==> config.mk <==
export PLATFORM = sky130hd
export DESIGN_NAME = wdt_guard
export DESIGN_NICKNAME = d
export VERILOG_FILES = /design/src/rtl/wdt_guard_pkg.sv /design/src/rtl/wdt_guard_ctrl.sv /design/src/rtl/wdt_guard_datapath.sv /design/src/rtl/wdt_guard.sv
export SDC_FILE = /design/constraint.sdc
export NUM_CORES = 1
export LEC_CHECK = 0
export BUFFER_PORTS_ARGS = -buffer_cell sky130_fd_sc_hd__buf_4
export CAP_MARGIN = 20
export CORE_ASPECT_RATIO = 0.9
export CORE_MARGIN = 4
export CORE_UTILIZATION = 42
export DETAILED_ROUTE_END_ITERATION = 10
export PLACE_DENSITY = 0.59
export SLEW_MARGIN = 30
export SYNTH_ARGS = -nofsm -noshare
export SYNTH_HDL_FRONTEND = slang
export SYNTH_HIERARCHICAL = 1
export SYNTH_SLANG_ARGS = --single-unit
==> constraint.sdc <==
create_clock -name clk -period 3.55 [get_ports clk]
set_input_delay 0.71 -clock clk [delete_from_list [all_inputs] [get_ports clk]]
set_output_delay 0.71 -clock clk [all_outputs]
set_load 0.02 [all_outputs]
==> src/rtl/wdt_guard_pkg.sv <==
package wdt_guard_pkg;

  // Strobes and levels passed from register control to the counting datapath
  typedef struct packed {
    logic       clearCnt;   // clear key seen this cycle
    logic       run;        // timer armed
    logic [1:0] periodSel;  // terminal count select
    logic       extDrive;   // drive external reset on timeout
  } wdt_ctrl_t;

endpackage

==> src/rtl/wdt_guard_ctrl.sv <==
module wdt_guard_ctrl
  import wdt_guard_pkg::*;
#(
  parameter int ADDR_W = 8,
  parameter int DATA_W = 8,
  parameter logic [ADDR_W-1:0] MASTER_ADDR = 'h10,
  parameter logic [ADDR_W-1:0] CMD_ADDR    = 'h11,
  parameter logic [DATA_W-1:0] CLEAR_KEY   = 'h4E,
  parameter logic [DATA_W-1:0] DISABLE_KEY = 'hB1
) (
  input  logic              clk,
  input  logic              rstN,
  input  logic              wrEn,
  input  logic [ADDR_W-1:0] addr,
  input  logic [DATA_W-1:0] wrData,
  output logic [DATA_W-1:0] rdData,
  output wdt_ctrl_t         ctrlBus
);

  logic       armed;
  logic       pendingOff;
  logic [1:0] periodSel;
  logic       extDrive;

  logic masterWr, cmdWr, clearHit, offHit;

  assign masterWr = wrEn && (addr == MASTER_ADDR);
  assign cmdWr    = wrEn && (addr == CMD_ADDR);
  assign clearHit = cmdWr && (wrData == CLEAR_KEY);
  assign offHit   = cmdWr && (wrData == DISABLE_KEY);

  always_ff @(posedge clk or negedge rstN) begin
    if (!rstN) begin
      armed      <= 1'b1;
      pendingOff <= 1'b0;
      periodSel  <= 2'b11;
      extDrive   <= 1'b0;
    end else begin
      if (masterWr) begin
        periodSel <= wrData[2:1];
        extDrive  <= wrData[3];
        if (wrData[0]) begin
          armed <= 1'b1;
        end else if (pendingOff) begin
          armed      <= 1'b0;
          pendingOff <= 1'b0;
        end
      end
      if (clearHit) begin
        pendingOff <= 1'b0;
      end else if (offHit) begin
        pendingOff <= 1'b1;
      end
    end
  end

  always_comb begin
    rdData = '0;
    if (addr == MASTER_ADDR) begin
      rdData[3:0] = {extDrive, periodSel, armed};
    end
  end

  always_comb begin
    ctrlBus.clearCnt  = clearHit;
    ctrlBus.run       = armed;
    ctrlBus.periodSel = periodSel;
    ctrlBus.extDrive  = extDrive;
  end

endmodule

==> src/rtl/wdt_guard_datapath.sv <==
module wdt_guard_datapath
  import wdt_guard_pkg::*;
#(
  parameter int BASE_LOG2 = 16,
  parameter int PULSE_LEN = 16,
  localparam int CNT_W = BASE_LOG2 + 6,
  localparam int PW    = $clog2(PULSE_LEN + 1)
) (
  input  logic             clk,
  input  logic             rstN,
  input  logic             tick,
  input  wdt_ctrl_t        ctrlBus,
  output logic [CNT_W-1:0] cntVal,
  output logic             chipRstReq,
  output logic             extRstOe
);

  logic [CNT_W-1:0] lastTab [4];
  logic [CNT_W-1:0] cnt;
  logic [PW-1:0]    pulseCnt;
  logic             driveHold;
  logic             pulseActive;
  logic             timeout;

  // Last count value before expiry, one entry per period select
  for (genvar g = 0; g < 4; g++) begin : gen_last
    assign lastTab[g] = CNT_W'((64'(1) << (BASE_LOG2 + 2 * g)) - 64'(1));
  end

  assign pulseActive = (pulseCnt != '0);
  assign timeout = ctrlBus.run && tick && !pulseActive && !ctrlBus.clearCnt
                   && (cnt >= lastTab[ctrlBus.periodSel]);

  always_ff @(posedge clk or negedge rstN) begin
    if (!rstN) begin
      cnt <= '0;
    end else if (ctrlBus.clearCnt || !ctrlBus.run || pulseActive || timeout) begin
      cnt <= '0;
    end else if (tick) begin
      cnt <= cnt + 1'b1;
    end
  end

  always_ff @(posedge clk or negedge rstN) begin
    if (!rstN) begin
      pulseCnt  <= '0;
      driveHold <= 1'b0;
    end else if (timeout) begin
      pulseCnt  <= PW'(PULSE_LEN);
      driveHold <= ctrlBus.extDrive;
    end else if (pulseActive) begin
      pulseCnt <= pulseCnt - 1'b1;
    end
  end

  assign cntVal     = cnt;
  assign chipRstReq = pulseActive;
  assign extRstOe   = pulseActive && driveHold;

endmodule

==> src/rtl/wdt_guard.sv <==
module wdt_guard
  import wdt_guard_pkg::*;
#(
  parameter int ADDR_W = 8,
  parameter int DATA_W = 8,
  parameter logic [ADDR_W-1:0] MASTER_ADDR = 'h10,
  parameter logic [ADDR_W-1:0] CMD_ADDR    = 'h11,
  parameter logic [DATA_W-1:0] CLEAR_KEY   = 'h4E,
  parameter logic [DATA_W-1:0] DISABLE_KEY = 'hB1,
  parameter int BASE_LOG2 = 16,
  parameter int PULSE_LEN = 16,
  localparam int CNT_W = BASE_LOG2 + 6
) (
  input  logic              clk,
  input  logic              rstN,
  input  logic              wrEn,
  input  logic [ADDR_W-1:0] addr,
  input  logic [DATA_W-1:0] wrData,
  output logic [DATA_W-1:0] rdData,
  input  logic              tick,
  output logic              chipRstReq,
  output logic              extRstOe
);

  wdt_ctrl_t        ctrlBus;
  logic [CNT_W-1:0] cntVal;

  wdt_guard_ctrl #(
    .ADDR_W(ADDR_W), .DATA_W(DATA_W),
    .MASTER_ADDR(MASTER_ADDR), .CMD_ADDR(CMD_ADDR),
    .CLEAR_KEY(CLEAR_KEY), .DISABLE_KEY(DISABLE_KEY)
  ) u_ctrl (
    .clk(clk), .rstN(rstN), .wrEn(wrEn), .addr(addr),
    .wrData(wrData), .rdData(rdData), .ctrlBus(ctrlBus)
  );

  wdt_guard_datapath #(
    .BASE_LOG2(BASE_LOG2), .PULSE_LEN(PULSE_LEN)
  ) u_dp (
    .clk(clk), .rstN(rstN), .tick(tick), .ctrlBus(ctrlBus),
    .cntVal(cntVal), .chipRstReq(chipRstReq), .extRstOe(extRstOe)
  );

endmodule

# After elaboration in Yosys (flattened, before gate mapping)

Index checks and enable logic that the tools add are counted.

Add/sub/neg operators: 2
Order comparisons: 2
Eq/ne operators: 5
Multiplexer cells: 14
Bitwise logic cells: 1
Reductions and logical operators: 22

Operators with widths:

| operator                                                              | number |
|---|---|
| 22-bit two-way mux                                                    | 4 |
| 22-bit binary-select mux with 2-bit select                            | 1 |
| 22-bit by 1-bit adder with 22-bit output, second input constant       | 1 |
| 22-bit >= comparator                                                  | 1 |
| 8-bit by 5-bit equality test with 1-bit output, second input constant | 2 |
| 5-bit two-way mux                                                     | 2 |
| 1-bit logical AND                                                     | 9 |
| 8-bit by 7-bit equality test with 1-bit output, second input constant | 1 |
| 8-bit equality test, second input constant                            | 1 |
| 1-bit two-way mux                                                     | 6 |
| 2-bit nonzero test                                                    | 3 |
| 5-bit nonzero test                                                    | 1 |
| 5-bit by 1-bit subtractor with 5-bit output, second input constant    | 1 |
| 4-bit two-way mux                                                     | 1 |
| 2-bit AND reduction                                                   | 2 |
| 3-bit >= comparator, second input constant                            | 1 |
| 1-bit zero test                                                       | 3 |
| 1-bit logical OR                                                      | 3 |
| 3-bit by 1-bit != test with 1-bit output, second input constant       | 1 |
| 2-bit NOT with 3-bit output                                           | 1 |
| 3-bit nonzero test                                                    | 1 |

Register bits: 33
Bits of input ports: 20
Output and inout port bits: 10

# Longest topological paths before layout

Word-level depth: 8
Gate-level depth with buffers: 10
Depth with buffers taken out: 8

# Modules after synthesis

The synthesis kept the hierarchy.

Modules (own cells, without submodules):

| module             | times used | cells each | area each (um^2) | sequential area each (um^2) |
|---|---|---|---|---|
| wdt_guard_datapath | 1          | 170        | 1,635.3          | 700.7 |
| wdt_guard_ctrl     | 1          | 37         | 374.1            | 128.9 |

# Worst setup path after synthesis

OpenSTA, ideal clock, no wires.

Kind: input -> register
Start point: in addr[5]
End point: reg u_dp.cnt[15] (netlist: u_dp/cntVal[15])
Setup time: 0.119 ns
Data arrival time: 2.888 ns
Slack: 0.543 ns
Stages on the path: 9
Path through: or4b_4 > or3_1 > nor3_1 > buf_4 > nand2b_1 > nor2_1 > a21oi_2 > buf_4 > nor2_1

Longest elaborated chain between the ends: 8

RTL lines:

| what                                                            | RTL line                 | source |
|---|---|---|
| from (decl)                                                     | wdt_guard.sv:17          | `input logic [ADDR_W-1:0] addr,` |
| 8-bit by 5-bit equality test with 1-bit output *                | wdt_guard_ctrl.sv:28     | `assign cmdWr = wrEn && (addr == CMD_ADDR);` |
| 1-bit logical AND *                                             | wdt_guard_ctrl.sv:28     |  |
| 1-bit logical AND *                                             | wdt_guard_ctrl.sv:29     | `assign clearHit = cmdWr && (wrData == CLEAR_KEY);` |
| via u_ctrl.clearHit                                             | wdt_guard_ctrl.sv:25     | `logic masterWr, cmdWr, clearHit, offHit;` |
| 1-bit zero test                                                 | wdt_guard_datapath.sv:31 | `assign timeout = ctrlBus.run && tick && !pulseActive && !ctrlBus.clearCnt` |
| 1-bit logical AND                                               | wdt_guard_datapath.sv:31 |  |
| 1-bit logical AND                                               | wdt_guard_datapath.sv:32 | `&& (cnt >= lastTab[ctrlBus.periodSel]);` |
| 1-bit logical OR *                                              | wdt_guard_datapath.sv:37 | `end else if (ctrlBus.clearCnt \|\| !ctrlBus.run \|\| pulseActive \|\| timeout) begin` |
| 22-bit two-way mux / 2-bit nonzero test (equally long branches) | --                       |  |
| to (signal assigned)                                            | wdt_guard_datapath.sv:40 | `cnt <= cnt + 1'b1;` |
| to (decl)                                                       | wdt_guard_datapath.sv:19 | `logic [CNT_W-1:0] cnt;` |

Mark *: on every way through the listed nets, which the timed path passes. The rest lies on a longest branch.
A chain may end at the register's enable or synchronous reset.

==> run_results.csv <==
group,metric,value,unit
outcome,outcome,"finished clean",
cts,clk_pin_slew,70,ps
logic_synthesis,yosysWarnings,6,
logic_synthesis,synthArstFlopShare,1.000,
global_route,grt_max_degree,34,
cts,cts_buffers,5,
layout,final_cell_mix,"30 x nor2_1, 30 x dfrtp_1, 27 x buf_4",
place,dp_cells,287,
logic_synthesis,yosysUniqueCellTypes,45,
floorplanning,dieWidth,80.91,um
sta,hold_viol_final,0,
route,via_count,1544,
setup_path,crit_required,3770,ps
logic_synthesis,ys_ff_latch,33,
layout,multiInputGateArea,1075,um2
sta,worst_slack,702.1,ps
logic_synthesis,syn-cell-area,2009,um2
floorplanning,die_h,73.62,um
sta,setup_violations,0,
logic_synthesis,syn_inst,207,
power_and_ir_drop,swShare,0.2407,
setup_path,reg2reg_from,"u_dp/pulseCnt[0]",
cts,cts_setup_buffers,0,
route,antenna_left,0,
layout,diodes,0,
logic_synthesis,synth_top_family_by_area,"simple AND/OR/NAND/NOR gates",
logic_synthesis,yosys.area_share.adder,0.04981,
route,drt-wirelength-per-cell,13.63,um
logic_synthesis,ys_seq_area_frac,0.4128,
power_and_ir_drop,p_int,0.5389,mW
layout,drive_gt1_frac,0.2361,
power_and_ir_drop,pwr-share-comb,0.078,
sta,skew,2.793,ps
layout,final_nets,260,
layout,fin_cells,295,
cts,cts_tree,"done",
setup_path,critPathMaxFanout,8,
sta,relSlewSlack,0.5912,
power_and_ir_drop,peakVddDrop,196.2,uV
logic_synthesis,synth-simple-area-share,0.2852,
cts,clock_path_buffers,2,
cts,ctsRootBufferMaster,"clkbuf_8",
cts,holdBufCountCts,0,
worst_hold_path,hold_path.class,"in2async",
power_and_ir_drop,clock_power_share,0.383,
setup_path,startpoint,"addr[5]",
global_route,grtUsageTotal,0.1581,
place,hpwl,2970,um
setup_path,criticalPathCategory,"in2reg",
place,numPortBuffers,25,
floorplanning,row_count,23,
power_and_ir_drop,seqPwrFrac,0.539,
layout,areaGrowthSynthToFinish,14.13,%
setup_path,r2r_cells,7,
route,drt_first_pass_iters,4,
floorplanning,core_area,4547,um2
global_route,grt_pass1_wl,7224,um
route,routed_via_density,5.234,
cts,cts_sinks,33,
logic_synthesis,synth_ff_type,"dfrtp_1",
sta,slew_viol_final,0,
route,drt_wl_total,4021,um
cts,clock_latency,280,ps
sta,fin_setup_tns,0,ps
place,gp_congestion,0.8057,
setup_path,worstPathArrival,3060,ps
sta,worst_pin_slew,611.3,ps
route,drc,0,
sta,finalCriticalPeriod,2848,ps
run,max_cap_violations,0,
logic_synthesis,synth_area_per_cell,9.707,um2
place,dp_slack,370.1,ps
floorplanning,ios,30,
power_and_ir_drop,netSwitchingPower,0.1709,mW
floorplanning,die-area,5957,um2
logic_synthesis,synth_compound_area_frac,0.07285,
sta,min_period_over_period,0.8022,
setup_path,worstSetupEndpointType,"flip-flop",
cts,htree_levels,2,
global_route,antenna_found_initial,0,
power_and_ir_drop,p_per_area,309.5,nW/um2
floorplanning,initial_core_util,0.4419,
global_route,grt_overflow,0,
layout,nFillCells,445,
logic_synthesis,muxShareOfSynthArea,0.02802,
layout,seq_area,829.5,um2
logic_synthesis,synth-xor-area-share,0.09153,
cts,cts-resized-gates,0,
sta,max_freq,351.1,MHz
logic_synthesis,synth_edf_count,0,
setup_path,cp-start-kind,"input pin",
power_and_ir_drop,p_leak,0.9721,nW
route,drt-initial-drc-count,46,
sta,rsz0062_at_grt,"no",
global_route,grt_pass1_vias,1542,
-- sequential cells by signal, indices dropped and copies added, names as in the netlist --
| signal | flops |
|---|---|
| u_dp/cntVal | 22 |
| u_ctrl/periodSel | 2 |
| u_ctrl/armed | 1 |
| u_ctrl/pendingOff | 1 |
| u_ctrl/extDrive | 1 |
| u_dp/pulseCnt | 5 |
| u_dp/driveHold | 1 |
-- layer usage --
metal  GRT usage  up-vias  part of all wire
met4     0.04315        0            0.0037
li1            -      766                 -
met2      0.2306       26              0.44
met5           0        -                 0
met3     0.05147        2             0.041
met1      0.2248      750              0.51
-- metrics by stage --
stage	cell area (um2)	hold slack [ps]	util	power, mW
floorplan	2021	414.4	-	0.4169
global placement	2211	487.1	0.4862	0.4451
detailed placement	2211	487.3	0.4862	0.4453
CTS	2293	368.9	0.5044	0.7256
global route	2293	385.4	0.5044	0.7444
finish	2293	360.4	0.5044	0.7098
-- cell usage after synthesis, types with 5 or more instances --
library cell / count / area share
buf_4: 8 / 0.030
nand3_1: 7 / 0.017
nor4_1: 5 / 0.016
inv_1: 7 / 0.013
nor3_1: 8 / 0.020
xor2_1: 10 / 0.044
mux2_2: 5 / 0.028
xnor2_1: 11 / 0.048
nand2_1: 16 / 0.030
nor2_1: 30 / 0.056
dfrtp_1: 30 / 0.37
nand4_1: 7 / 0.022
ha_1: 8 / 0.050
-- kinds of logic after synthesis --
| kind of cell | Yosys count |
|---|---|
| AOI/OAI and AO/OA | 18 |
| xor gates and xnor gates | 21 |
| adders and majority gates | 8 |
| buffers and inverters | 19 |
| DFF | 33 |
| muxes | 5 |
| other | 1 |
| and+or+nand+nor | 102 |
-- worst paths after layout --
check	endpoint	slack, ps
hold reg to reg	u_dp/driveHold	500
setup reg to reg	u_dp/driveHold	1070
max in group asynchronous	u_ctrl/periodSel[0]	2860
min in group clk	u_dp/driveHold	500
setup / recovery	u_dp/cntVal[18]	700
hold / removal	u_dp/pulseCnt[3]	360
-- worst max-delay path: stages --
cell and delay, ps:
buf_4 110, or4b_4 550, or3_1 380, nor3_1 260, nand2b_1 300, or3_1 330, nand4_1 160, xor2_1 170
nor2_1 100
-- power groups by stage --
stage                     registers [mW]  clock network (mW)  logic (mW)
after CTS                          0.383               0.287      0.0559
final                              0.383               0.272      0.0551
after global routing               0.383               0.300      0.0615
after floorplan                    0.389                   0      0.0282
after global placement             0.390                   0      0.0554
after detailed placement           0.390                   0      0.0558
-- cell type report --
| type | instances | share of cell area |
|---|---|---|
| well taps | 62 | 0.03382 |
| clock inverters | 2 | 0.004364 |
| inverters | 7 | 0.01146 |
| repair buffers | 27 | 0.08838 |
| multi-input cells | 158 | 0.4686 |
| flip-flops and latches | 33 | 0.3617 |
| clock buffers | 6 | 0.03164 |
No activity file was read; power rests on OpenSTA's default activity.
